[config.mk]
export PLATFORM = sky130hd
export DESIGN_NAME = owm_irq_ctrl
export DESIGN_NICKNAME = d
export VERILOG_FILES = /design/src/rtl/owm_irq_pkg.sv /design/src/rtl/owm_irq_decode.sv /design/src/rtl/owm_irq_flags.sv /design/src/rtl/owm_irq_enable.sv /design/src/rtl/owm_irq_out.sv /design/src/rtl/owm_irq_ctrl.sv
export SDC_FILE = /design/constraint.sdc
export NUM_CORES = 1
export LEC_CHECK = 0
export BUFFER_PORTS_ARGS = -buffer_cell sky130_fd_sc_hd__buf_2
export CELL_PAD_IN_SITES_DETAIL_PLACEMENT = 1
export CELL_PAD_IN_SITES_GLOBAL_PLACEMENT = 2
export CORE_ASPECT_RATIO = 0.75
export CORE_UTILIZATION = 28
export DETAILED_ROUTE_END_ITERATION = 12
export GPL_TIMING_DRIVEN = 0
export MAX_ROUTING_LAYER = met4
export PLACE_DENSITY = 0.89
export SLEW_MARGIN = 10
export SYNTH_ARGS = -nofsm -noshare
export SYNTH_HDL_FRONTEND = slang
export SYNTH_SLANG_ARGS = --single-unit
[constraint.sdc]
create_clock -name clk -period 1.2 [get_ports clk]
set_input_delay 0.06 -clock clk [delete_from_list [all_inputs] [get_ports clk]]
set_output_delay 0.06 -clock clk [all_outputs]
set_load 0.01 [all_outputs]
[src/rtl/owm_irq_pkg.sv]
package owm_irq_pkg;

  localparam int REG_W = 8;

  // register indices (before the address shift)
  localparam int IDX_DATA = 1;
  localparam int IDX_STAT = 2;
  localparam int IDX_EN   = 3;
  localparam int NUM_SEL  = 3;

  // status bit positions
  localparam int B_PD   = 0;
  localparam int B_PRES = 1;
  localparam int B_TBE  = 2;
  localparam int B_TSRE = 3;
  localparam int B_RBF  = 4;
  localparam int B_RSRF = 5;

  // enable bit positions that are not event masks
  localparam int E_POL = 1;
  localparam int E_DQ  = 6;

  localparam logic [REG_W-1:0] EVENT_MASK  = 8'b0011_1101;
  localparam logic [REG_W-1:0] STAT_CLR    = 8'b0010_1101;
  localparam logic [REG_W-1:0] EN_KEEP     = 8'b0111_1111;

  typedef enum logic [1:0] {SEL_DATA = 2'd0, SEL_STAT = 2'd1, SEL_EN = 2'd2} sel_e;

  // byte offset of a register index
  function automatic int reg_offset(input int idx, input int shift);
    return idx << shift;
  endfunction

  // pending arms on an enabled event, or on an enable write exposing a set flag
  function automatic logic arm_calc(input logic [REG_W-1:0] set_vec,
                                    input logic [REG_W-1:0] en_q,
                                    input logic             en_wr,
                                    input logic [REG_W-1:0] wdata,
                                    input logic [REG_W-1:0] flags_q);
    logic ev_hit, wr_hit;
    ev_hit = |(set_vec & en_q & EVENT_MASK);
    wr_hit = en_wr & (|((flags_q | set_vec) & wdata & EVENT_MASK));
    return ev_hit | wr_hit;
  endfunction

  // clear vector produced by host reads
  function automatic logic [REG_W-1:0] clr_calc(input logic stat_rd, input logic data_rd);
    logic [REG_W-1:0] c;
    c = stat_rd ? STAT_CLR : '0;
    if (data_rd) c[B_RBF] = 1'b1;
    return c;
  endfunction

  // pin level from pending state and polarity bit
  function automatic logic pin_level(input logic pending, input logic active_high);
    return active_high ? pending : ~pending;
  endfunction

endpackage

[src/rtl/owm_irq_decode.sv]
module owm_irq_decode #(
  parameter int ADDR_W     = 8,
  parameter int ADDR_SHIFT = 2
) (
  input  logic [ADDR_W-1:0]                  addr,
  input  logic                               rd,
  input  logic                               wr,
  output logic [owm_irq_pkg::NUM_SEL-1:0]    sel,
  output logic                               stat_rd,
  output logic                               data_rd,
  output logic                               en_wr
);
  import owm_irq_pkg::*;

  // select g corresponds to register index g+1 (data, status, enable)
  for (genvar g = 0; g < NUM_SEL; g++) begin : g_sel
    localparam int OFFS = reg_offset(g + 1, ADDR_SHIFT);
    assign sel[g] = (addr == ADDR_W'(OFFS));
  end

  assign stat_rd = rd & sel[SEL_STAT];
  assign data_rd = rd & sel[SEL_DATA];
  assign en_wr   = wr & sel[SEL_EN];

endmodule

[src/rtl/owm_irq_flags.sv]
module owm_irq_flags (
  input  logic                           clk,
  input  logic                           rst_n,
  input  logic [owm_irq_pkg::REG_W-1:0]  set_vec,
  input  logic                           pd_done,
  input  logic                           pd_no_slave,
  input  logic [owm_irq_pkg::REG_W-1:0]  clr_vec,
  output logic [owm_irq_pkg::REG_W-1:0]  flags
);
  import owm_irq_pkg::*;

  for (genvar b = 0; b < REG_W; b++) begin : g_bit
    if (EVENT_MASK[b]) begin : g_event
      // a set in the same cycle wins over a clear
      always_ff @(posedge clk or negedge rst_n) begin
        if (!rst_n)                     flags[b] <= 1'b0;
        else if (set_vec[b])            flags[b] <= 1'b1;
        else if (clr_vec[b])            flags[b] <= 1'b0;
      end
    end else if (b == B_PRES) begin : g_pres
      always_ff @(posedge clk or negedge rst_n) begin
        if (!rst_n)       flags[b] <= 1'b0;
        else if (pd_done) flags[b] <= pd_no_slave;
      end
    end else begin : g_zero
      assign flags[b] = 1'b0;
    end
  end

endmodule

[src/rtl/owm_irq_enable.sv]
module owm_irq_enable (
  input  logic                           clk,
  input  logic                           rst_n,
  input  logic                           en_wr,
  input  logic [owm_irq_pkg::REG_W-1:0]  wdata,
  output logic [owm_irq_pkg::REG_W-1:0]  en_q
);
  import owm_irq_pkg::*;

  always_ff @(posedge clk or negedge rst_n) begin
    if (!rst_n)     en_q <= '0;
    else if (en_wr) en_q <= wdata & EN_KEEP;
  end

endmodule

[src/rtl/owm_irq_out.sv]
module owm_irq_out (
  input  logic clk,
  input  logic rst_n,
  input  logic arm,
  input  logic stat_rd,
  input  logic active_high,
  output logic pending,
  output logic irq_line
);
  import owm_irq_pkg::*;

  always_ff @(posedge clk or negedge rst_n) begin
    if (!rst_n)       pending <= 1'b0;
    else if (arm)     pending <= 1'b1;
    else if (stat_rd) pending <= 1'b0;
  end

  assign irq_line = pin_level(pending, active_high);

endmodule

[src/rtl/owm_irq_ctrl.sv]
module owm_irq_ctrl #(
  parameter int ADDR_W     = 8,
  parameter int ADDR_SHIFT = 2
) (
  input  logic              clk,
  input  logic              rst_n,
  input  logic [ADDR_W-1:0] host_addr,
  input  logic              host_rd,
  input  logic              host_wr,
  input  logic [7:0]        host_wdata,
  output logic [7:0]        host_rdata,
  input  logic              ev_pd_done,
  input  logic              pd_no_slave,
  input  logic              ev_tx_buf_empty,
  input  logic              ev_tx_shift_empty,
  input  logic              ev_rx_buf_full,
  input  logic              ev_rx_shift_full,
  input  logic [7:0]        rx_byte,
  output logic              irq_line,
  output logic              dq_drive_en
);
  import owm_irq_pkg::*;

  logic [NUM_SEL-1:0] sel;
  logic               stat_rd, data_rd, en_wr;
  logic [REG_W-1:0]   set_vec, clr_vec, flags, en_q;
  logic [REG_W-1:0]   rd_mux;
  logic               arm, pending;

  owm_irq_decode #(.ADDR_W(ADDR_W), .ADDR_SHIFT(ADDR_SHIFT)) i_decode (
    .addr(host_addr), .rd(host_rd), .wr(host_wr),
    .sel(sel), .stat_rd(stat_rd), .data_rd(data_rd), .en_wr(en_wr)
  );

  always_comb begin
    set_vec         = '0;
    set_vec[B_PD]   = ev_pd_done;
    set_vec[B_TBE]  = ev_tx_buf_empty;
    set_vec[B_TSRE] = ev_tx_shift_empty;
    set_vec[B_RBF]  = ev_rx_buf_full;
    set_vec[B_RSRF] = ev_rx_shift_full;
  end

  assign clr_vec = clr_calc(stat_rd, data_rd);

  owm_irq_flags i_flags (
    .clk(clk), .rst_n(rst_n), .set_vec(set_vec), .pd_done(ev_pd_done),
    .pd_no_slave(pd_no_slave), .clr_vec(clr_vec), .flags(flags)
  );

  owm_irq_enable i_enable (
    .clk(clk), .rst_n(rst_n), .en_wr(en_wr), .wdata(host_wdata), .en_q(en_q)
  );

  assign arm = arm_calc(set_vec, en_q, en_wr, host_wdata, flags);

  owm_irq_out i_out (
    .clk(clk), .rst_n(rst_n), .arm(arm), .stat_rd(stat_rd),
    .active_high(en_q[E_POL]), .pending(pending), .irq_line(irq_line)
  );

  assign dq_drive_en = en_q[E_DQ];

  always_comb begin
    rd_mux = '0;
    if (sel[SEL_STAT])      rd_mux = flags;
    else if (sel[SEL_EN])   rd_mux = en_q;
    else if (sel[SEL_DATA]) rd_mux = rx_byte;
  end

  always_ff @(posedge clk or negedge rst_n) begin
    if (!rst_n)       host_rdata <= '0;
    else if (host_rd) host_rdata <= rd_mux;
  end

endmodule

==> impl_metrics.py, run 1 <==
metrics = {
    "status": {
        "status": "finished, final reports clean",
    },
    "synthesis": {
        "syn-instance-count": 94,
        "synth.area.top_cells": "dfrtp_1 52%, mux2_2 16%, a22oi_1 4.9%, o22ai_1 4.1%, o21ai_0 2.8%",
        "syn-cell-area_mm2": 0.00107,
        "synthMuxAreaShare_pct": 15.8,
        "synth_compound_area_share_pct": 17.5,
        "synthDistinctLibCells": 23,
        "syn_avg_cell_area_um2": 11.4,
        "synthesis.nets": 128,
        "yosys.area_share.simple_pct": 10.1,
        "synthFlopType": "dfrtp_1",
        "netlist_top_cells_count": "22 x dfrtp_1, 15 x mux2_2, 8 x inv_1",
        "synth_enable_flop_cells": 0,
        "synth_most_common_cell": "dfrtp_1",
        "synth-async-reset-ratio_pct": 100,
        "ys_seq_area_share_pct": 51.6,
        "synth_xor_area_share_pct": 0.821,
        "synth_top_cell_by_area": "dfrtp_1",
        "synth_seq_cells": 22,
        "yosysTopAreaCellShare_pct": 51.6,
        "yosysWarnings": 0,
        "synth_top_family_by_area": "compound AO/OA/AOI/OAI gates",
        "synth_adder_area_share_pct": 0,
    },
    "clock_network": {
        "insertion_delay_ns": 0.27,
        "htreeDepth": 1,
        "cts_buffers": 3,
        "root_buffer": "clkbuf_8",
        "cts.sinks": 22,
        "cts_tree": "built",
        "clk_pin_slew_worst_paths_ns": 0.09,
        "clk_path_buf_depth": 2,
    },
    "global_routing": {
        "grt_usage_pct": 16.3,
        "grt_pass1_vias": 1025,
        "grt_max_degree": 23,
        "grt.overflow.total": 0,
        "antenna_found_initial": 0,
        "grt_pass1_wl_um": 4860,
    },
    "critical_path": {
        "end_kind": "register",
        "cp_max_fo": 2,
        "start_kind": "register",
        "r2r_slack_ns": 0.07,
        "arrival_ns": 1.28,
        "worstReg2RegEnd": "host_rdata[0]",
        "cp_slowest_cell": "dfrtp_1",
        "worstPathCellList": "buf_4, mux2_2, a22oi_1, o22ai_1",
        "worstPathRequired_ns": 1.34,
        "max_stage_delay_ns": 0.39,
        "cp_top_family": "flip-flops",
        "crit_buf_inv": 1,
        "worstRegToRegCells": 4,
        "r2r_start": "i_enable.en_q[0]",
        "crit_type": "register to register",
    },
    "cells_and_area": {
        "regArea_um2": 551,
        "multi_input_area_um2": 484,
        "postLayoutCoreUtil_pct": 39.3,
        "drive_gt1_share_pct": 47.5,
        "diodes": 0,
        "syn_to_final_growth_pct": 34.8,
        "nFillCells": 438,
        "fin_nets": 176,
    },
    "routing": {
        "antenna_left": 0,
        "vias": 925,
        "drtIter0Drc": 54,
        "wl_um": 2810,
        "post_drt_wl_per_cell_um": 14.5,
        "via_per_inst": 4.79,
        "drc_errors": 0,
        "drt_pass1_iterations": 4,
    },
    "sta": {
        "fin_crit_ns": 1.13,
        "hold_violations": 0,
        "finalSetupTns_ns": 0,
        "worst_pin_slew_ns": 0.502,
        "rsz0062_at_grt": "yes",
        "final.setup.worst_slack_ns": 0.0654,
        "slew_headroom_pct": 66.5,
        "whs_ns": 0.0125,
        "skew_ns": 0.0118,
        "fmax_ghz": 0.881,
        "fin_crit_sh_pct": 94.5,
        "setup_violations": 0,
        "drv_slew": 0,
    },
    "power": {
        "intPower_mw": 1.32,
        "sw_frac_of_total_pct": 22.1,
        "pwr-share-clk_pct": 41.1,
        "pwr-share-comb_pct": 12.7,
        "seqPwrFrac_pct": 46.1,
        "power.density_mw_per_mm2": 1180,
        "leakage_nw": 0.666,
        "switching_power_uw": 374,
        "ir_drop_uv": 471,
    },
    "place": {
        "portBuffers": 41,
        "gp_congestion": 0.823,
        "dpl.hpwl_um": 2280,
        "place_ws_ns": -0.248,
    },
    "die": {
        "die_y_um": 55.5,
        "die_area_mm2": 0.00407,
        "core-area_mm2": 0.00366,
        "start_util_pct": 29.2,
        "rows": 19,
        "io_pins": 44,
        "die_w_um": 73.3,
    },
    "flow_run": {
        "maxCapViolations": 0,
    },
    "min_path": {
        "hold_path.class": "input port to register",
        "min-delay-start": "ev_tx_buf_empty",
        "whs_path_depth": 2,
        "hold_end": "i_flags.flags[2]",
    },
}
==> final cells by class <==
type	instances	area share, %
well taps	52	4.52
clock inverters	1	2.09
multi-input cells	61	33.7
flip-flops and latches	22	38.3
inverters	8	2.09
clock buffers	3	2.87
plain buffers	3	1.04
repair buffers	43	15.5
==> power by group through the flow <==
stage          Combinational [mW]  Sequential (mW)  Clock, mW
2_1_floorplan              0.0976            0.791          0
3_3_place_gp                0.199            0.793          0
3_5_place_dp                0.208            0.795          0
4_1_cts                     0.210            0.781      0.713
5_1_grt                     0.241            0.784      0.750
6_report                    0.215            0.781      0.696
==> stage by stage <==
stage                     cell area [µm²]  power, mW  std cells
after floorplan                      1070      0.888         94
after global placement               1340      0.992        187
after detailed placement             1340       1.00        187
after CTS                            1420       1.70        192
after global routing                 1440       1.78        193
final                                1440       1.69        193
==> flip-flops by register name, indices dropped and copies added (netlist names) <==
register / cells
host_rdata: 8
i_out.pending: 1
i_flags.flags: 6
i_enable.en_q: 7
==> worst max-delay path by stage <==
| stage | startpoint | to | slack [ns] | depth (start not counted) |
|---|---|---|---|---|
| detailed placement | host_addr[7] | i_enable.en_q[3] | -0.25 | 5 |
| global placement | host_addr[7] | i_enable.en_q[3] | -0.17 | 5 |
| floorplan | host_addr[7] | i_enable.en_q[0] | 0.05 | 4 |
| global route | i_enable.en_q[0] | host_rdata[0] | -0.007 | 4 |
| finish | i_enable.en_q[0] | host_rdata[0] | 0.07 | 4 |
| CTS | host_addr[7] | i_enable.en_q[4] | 0.03 | 5 |
==> logic make-up after synthesis <==
kind of cell / after synthesis
XOR/XNOR: 1
AND/OR/NAND/NOR: 17
multiplexers: 15
buffers and inverters: 11
flip-flops: 22
AO/OA/AOI/OAI: 28
==> layer usage <==
| metal | vias up | track usage [%] | part of all wire (%) |
|---|---|---|---|
| li1 | 437 | - | - |
| met1 | 455 | 21.8 | 46 |
| met2 | 33 | 25.5 | 48 |
| met3 | 0 | 4.74 | 6.3 |
| met4 | 0 | 1.65 | 0 |
| met5 | - | - | 0 |
==> cell usage in the layout, fill, tap and decap left out <==
cell and count:
buf_2 41, dfrtp_1 22, mux2_2 15, inv_1 8, a22oi_1 7, o22ai_1 7
o21ai_0 5, nor2_1 4, nand2_1 4, a21o_1 4, nor2b_1 3, clkbuf_8 3
buf_4 2, nand3_1 2, xnor2_1 1, clkbuf_1 1, buf_1 1, nor4_4 1
and2_4 1, nand4_1 1, nand4_4 1, a31o_2 1, a222oi_1 1, a21oi_2 1
o21ai_1 1, a31oi_1 1, bufinv_16 1, dlygate4sd3_1 1
==> repair_timing <==
action | in CTS | in global routing
resized for setup | 0 | 3
setup buffers | 0 | 1
hold endpoints to repair | 22 | 0
endpoints found under the setup margin | 0 | 4
hold buffers | 1 | 0
==> worst register-to-register path, cell delays in order, from the launching register on <==
cell,delay [ns]
dfrtp_1,0.39
buf_4,0.14
mux2_2,0.26
a22oi_1,0.14
o22ai_1,0.09
Power figures use the tool's default switching activity.
==> run 2, diff against run 1 <==
Settings changed: CORE_MARGIN set to 5.
==> impl_metrics.py, run 2 (synthesis gave the netlist of run 1 again) <==
metrics = {
    "routing": {
        "wl_um": 3070,
        "drt_pass1_iterations": 4,
        "vias": 962,
        "via_per_inst": 4.96,
        "drc_errors": 0,
        "antenna_left": 0,
        "drtIter0Drc": 45,
        "post_drt_wl_per_cell_um": 15.8,
    },
    "place": {
        "portBuffers": 41,
        "placedInstanceArea_mm2": 0.00134,
        "place_ws_ns": -0.222,
        "dpl.hpwl_um": 2480,
        "gp_congestion": 0.861,
        "placedCellCount": 187,
    },
    "cells_and_area": {
        "fin_nets": 177,
        "reg_top3": "host_rdata (8), i_enable.en_q (7), i_flags.flags (6)",
        "syn_to_final_growth_pct": 35.2,
        "mostFrequentLayoutCells": "41 x buf_2, 22 x dfrtp_1, 15 x mux2_2",
        "layout_commonest_cell": "buf_2",
        "stdcell_count": 194,
        "diodes": 0,
        "largest_register_ff_count": 8,
        "top_register": "host_rdata",
        "final_area_mm2": 0.00144,
        "drive_gt1_share_pct": 46.5,
        "postLayoutCoreUtil_pct": 39.4,
    },
    "sta": {
        "fin_crit_ns": 1.13,
        "whs_ns": 0.0208,
        "setup_violations": 0,
        "hold_violations": 0,
        "slew_headroom_pct": 65.9,
        "fin_crit_sh_pct": 94.3,
        "worst_pin_slew_ns": 0.511,
        "fmax_ghz": 0.884,
        "drv_slew": 0,
        "rsz0062_at_grt": "yes",
        "skew_ns": 0.00888,
        "final.setup.worst_slack_ns": 0.0690,
        "finalSetupTns_ns": 0,
    },
    "die": {
        "die_y_um": 63.5,
        "rows": 19,
        "start_util_pct": 29.2,
        "die_area_mm2": 0.00516,
        "die_w_um": 81.3,
        "io_pins": 44,
        "core-area_mm2": 0.00366,
    },
    "power": {
        "power_mw": 1.68,
        "ir_drop_uv": 557,
        "pwr-share-comb_pct": 12.8,
        "leakage_nw": 0.667,
        "intPower_mw": 1.32,
        "pwr-share-clk_pct": 40.8,
        "sw_frac_of_total_pct": 21.5,
        "switching_power_uw": 362,
        "power.density_mw_per_mm2": 1170,
        "seqPwrFrac_pct": 46.4,
    },
    "critical_path": {
        "arrival_ns": 1.28,
        "r2r_slack_ns": 0.08,
        "cp_top_family": "simple AND/OR/NAND/NOR gates",
        "end_kind": "register",
        "max_stage_delay_ns": 0.35,
        "worstRegToRegCells": 4,
        "crit_buf_inv": 1,
        "path_depth": 5,
        "start_kind": "input port",
        "cp_slowest_cell": "nor4_2",
        "r2r_start": "i_enable.en_q[0]",
        "worstPathRequired_ns": 1.35,
        "worstPathCellList": "buf_2, nor4_2, and2_4, nand4_4, mux2_2",
        "worstReg2RegEnd": "i_out.pending",
        "cp_max_fo": 8,
        "crit_type": "input port to register",
    },
    "clock_network": {
        "htreeDepth": 1,
        "post_cts_buffers": 0,
        "cts_tree": "built",
        "cts_buffers": 3,
        "insertion_delay_ns": 0.26,
        "clk_path_buf_depth": 2,
        "clk_pin_slew_worst_paths_ns": 0.08,
        "root_buffer": "clkbuf_8",
        "cts.sinks": 22,
    },
    "global_routing": {
        "grt.overflow.total": 0,
        "grt_pass1_vias": 1083,
        "grt_usage_pct": 13.3,
        "grt_pass1_wl_um": 5150,
        "antenna_found_initial": 0,
        "grt_max_degree": 23,
    },
    "status": {
        "status": "finished, final reports clean",
    },
    "min_path": {
        "whs_path_depth": 2,
        "hold_end": "i_flags.flags[5]",
        "min-delay-start": "ev_rx_shift_full",
        "hold_path.class": "input port to register",
    },
    "flow_run": {
        "maxCapViolations": 0,
    },
}
==> run 2: changes by cell type in the layout (fill, tap and decap cells not counted) <==
cell           previous run  this run
buf_4                     2         1
dlygate4sd3_1             1         3
nor4_2                    0         1
nor4_4                    1         0
==> run 2: power groups by stage <==
stage                     combinational [mW]  sequential, mW  clock, mW
after floorplan                       0.0976           0.791          0
after global placement                 0.199           0.793          0
after detailed placement               0.208           0.794          0
after CTS                              0.217           0.779      0.715
after global routing                   0.241           0.784      0.739
final                                  0.215           0.780      0.686
==> run 2: final cells by class <==
class / instances / area (µm²)
tap: 52 / 65.1
sequential: 22 / 551
timing repair buffer: 44 / 235
fill: 438 / 2220
inverter: 8 / 30.0
clock inverter: 1 / 30.0
clock buffer: 3 / 41.3
buffer: 3 / 15.0
multi-input combinational: 61 / 475
==> run 2: timing repair <==
item | 4_1_cts | 5_1_grt
resized for setup | 0 | 2
endpoints found under the setup margin | 0 | 1
hold buffers | 3 | 0
hold endpoints to repair | 24 | 0
==> run 2: worst max-delay path by stage <==
stage / from / end / slack [ns]
6_report: host_addr[7] / i_enable.en_q[0] / 0.07
2_1_floorplan: host_addr[7] / i_enable.en_q[0] / 0.05
3_5_place_dp: host_addr[7] / i_enable.en_q[0] / -0.22
3_3_place_gp: host_addr[7] / i_enable.en_q[3] / -0.16
4_1_cts: i_enable.en_q[0] / i_out.pending / 0.07
5_1_grt: i_enable.en_q[0] / i_out.pending / -0.04
==> run 2: per-layer routing <==
metal,routed length [µm],vias to the layer above,GRT usage [%]
met2,1450,38,20.8
met5,0,-,-
met3,275,6,5.41
li1,-,439,-
met4,48,0,4.43
met1,1300,479,15.5
==> run 3, diff against run 2 <==
==> constraint.sdc (replaced) <==
create_clock -name clk -period 1.2 [get_ports clk]
set_input_delay 0 -clock clk [delete_from_list [all_inputs] [get_ports clk]]
set_output_delay 0 -clock clk [all_outputs]
set_load 0.01 [all_outputs]
==> impl_metrics.py, run 3 (synthesis gave the netlist of run 1 again) <==
metrics = {
    "power": {
        "leakage_nw": 0.709,
        "power_mw": 1.71,
        "power.density_mw_per_mm2": 1110,
        "ir_drop_uv": 570,
    },
    "cells_and_area": {
        "layout_commonest_cell": "buf_2",
        "syn_to_final_growth_pct": 44.5,
        "drive_gt1_share_pct": 43.4,
        "diodes": 0,
        "fin_nets": 187,
        "reg_top3": "host_rdata (8), i_enable.en_q (7), i_flags.flags (6)",
        "stdcell_count": 204,
        "mostFrequentLayoutCells": "41 x buf_2, 22 x dfrtp_1, 15 x mux2_2",
        "top_register": "host_rdata",
        "largest_register_ff_count": 8,
    },
    "sta": {
        "skew_ns": 0.00824,
        "worst_pin_slew_ns": 0.511,
        "rsz0062_at_grt": "yes",
        "drv_slew": 0,
        "fin_crit_ns": 1.13,
        "hold_violations": 0,
        "setup_violations": 0,
        "slew_headroom_pct": 65.9,
        "fmax_ghz": 0.889,
        "fin_crit_sh_pct": 93.8,
    },
    "critical_path": {
        "cp_max_fo": 3,
        "worstRegToRegCells": 4,
        "worstPathRequired_ns": 1.36,
        "r2r_slack_ns": 0.07,
        "arrival_ns": 1.28,
        "end_kind": "register",
        "r2r_start": "i_enable.en_q[0]",
        "start_kind": "register",
        "crit_type": "register to register",
        "worstReg2RegEnd": "i_out.pending",
    },
    "die": {
        "rows": 19,
        "die_area_mm2": 0.00516,
        "io_pins": 44,
        "die_y_um": 63.5,
        "die_w_um": 81.3,
        "start_util_pct": 29.2,
        "core-area_mm2": 0.00366,
    },
    "global_routing": {
        "grt_pass1_wl_um": 5380,
        "grt_pass1_vias": 1124,
        "grt_usage_pct": 14.0,
        "grt.overflow.total": 0,
        "antenna_found_initial": 0,
        "grt_max_degree": 23,
    },
    "routing": {
        "via_per_inst": 4.81,
        "antenna_left": 0,
        "drt_pass1_iterations": 4,
        "drtIter0Drc": 53,
        "post_drt_wl_per_cell_um": 15.6,
        "wl_um": 3180,
        "drc_errors": 0,
        "vias": 982,
    },
    "status": {
        "status": "finished, final reports clean",
    },
    "place": {
        "gp_congestion": 0.861,
        "dpl.hpwl_um": 2480,
        "placedCellCount": 187,
        "portBuffers": 41,
    },
    "clock_network": {
        "insertion_delay_ns": 0.26,
        "cts.sinks": 22,
        "root_buffer": "clkbuf_8",
        "cts_tree": "built",
        "clk_pin_slew_worst_paths_ns": 0.08,
        "clk_path_buf_depth": 2,
        "post_cts_buffers": 0,
        "htreeDepth": 1,
        "cts_buffers": 3,
    },
    "min_path": {
        "hold_end": "i_enable.en_q[0]",
        "min-delay-start": "host_wdata[0]",
        "hold_path.class": "input port to register",
        "whs_path_depth": 2,
    },
    "flow_run": {
        "maxCapViolations": 0,
    },
}
==> run 3: cell count changes in the layout (fill, tap and decap cells not counted), sizes merged <==
cell | before | now
dlygate4sd3 | 3 | 13
==> run 3: repair_timing <==
| item | in CTS | in global routing |
|---|---|---|
| endpoints found under the setup margin | 0 | 1 |
| endpoints found under the hold margin | 34 | 0 |
| resized for setup | 0 | 2 |
| hold buffers | 13 | 0 |
==> run 3: through the flow <==
stage / setup slack [ns] / TNS [ns] / util (%) / area, µm² / hold slack [ns]
finish: 0.0748 / 0 / 42.1 / 1540 / 0.0129
global route: -0.0378 / -0.0378 / 42.1 / 1540 / 0.00265
CTS: 0.0695 / 0 / 42.0 / 1540 / 0.00177
detailed placement: -0.162 / -1.29 / 36.5 / 1340 / 0.00776
global placement: -0.102 / -0.773 / 36.5 / 1340 / -0.00804
floorplan: 0.113 / 0 / - / 1070 / -0.296
==> run 3: how the worst max path moves through the flow <==
stage | depth (start not counted) | slack, ns | startpoint | endpoint
final | 4 | 0.07 | i_enable.en_q[0] | i_out.pending
after global routing | 4 | -0.04 | i_enable.en_q[0] | i_out.pending
after CTS | 4 | 0.07 | i_enable.en_q[0] | i_out.pending
after detailed placement | 5 | -0.16 | host_addr[7] | i_enable.en_q[0]
after global placement | 5 | -0.10 | host_addr[7] | i_enable.en_q[3]
after floorplan | 4 | 0.11 | host_addr[7] | i_enable.en_q[0]
==> run 3: cell type report <==
type | count | area (µm²)
plain buffers | 3 | 15.0
multi-input cells | 61 | 475
flip-flops and latches | 22 | 551
well taps | 52 | 65.1
repair buffers | 54 | 335
inverters | 8 | 30.0
clock inverters | 1 | 30.0
clock buffers | 3 | 41.3
fillers | 432 | 2120
==> run 3: critical path: stages, from the launching register on <==
cell and delay, ns:
dfrtp_1 0.41, a222oi_1 0.33, nand2_1 0.11, a21oi_2 0.10
o21ai_1 0.07
==> run 3: power breakdown <==
part | switching (mW) | internal [mW] | leakage (nW)
sequential | 0.0168 | 0.763 | 0.273
combinational | 0.109 | 0.132 | 0.400
clock | 0.242 | 0.446 | 0.0357
==> run 3: metal layers <==
metal  track usage (%)  wire length, µm  vias to the layer above  share of wire, %
li1                  -                -                      460                 -
met4              3.80               32                        0               1.0
met1              16.5             1340                      484                42
met2              22.6             1570                       34                49
met3              4.99              246                        4               7.7
met5                 -                0                        -                 0
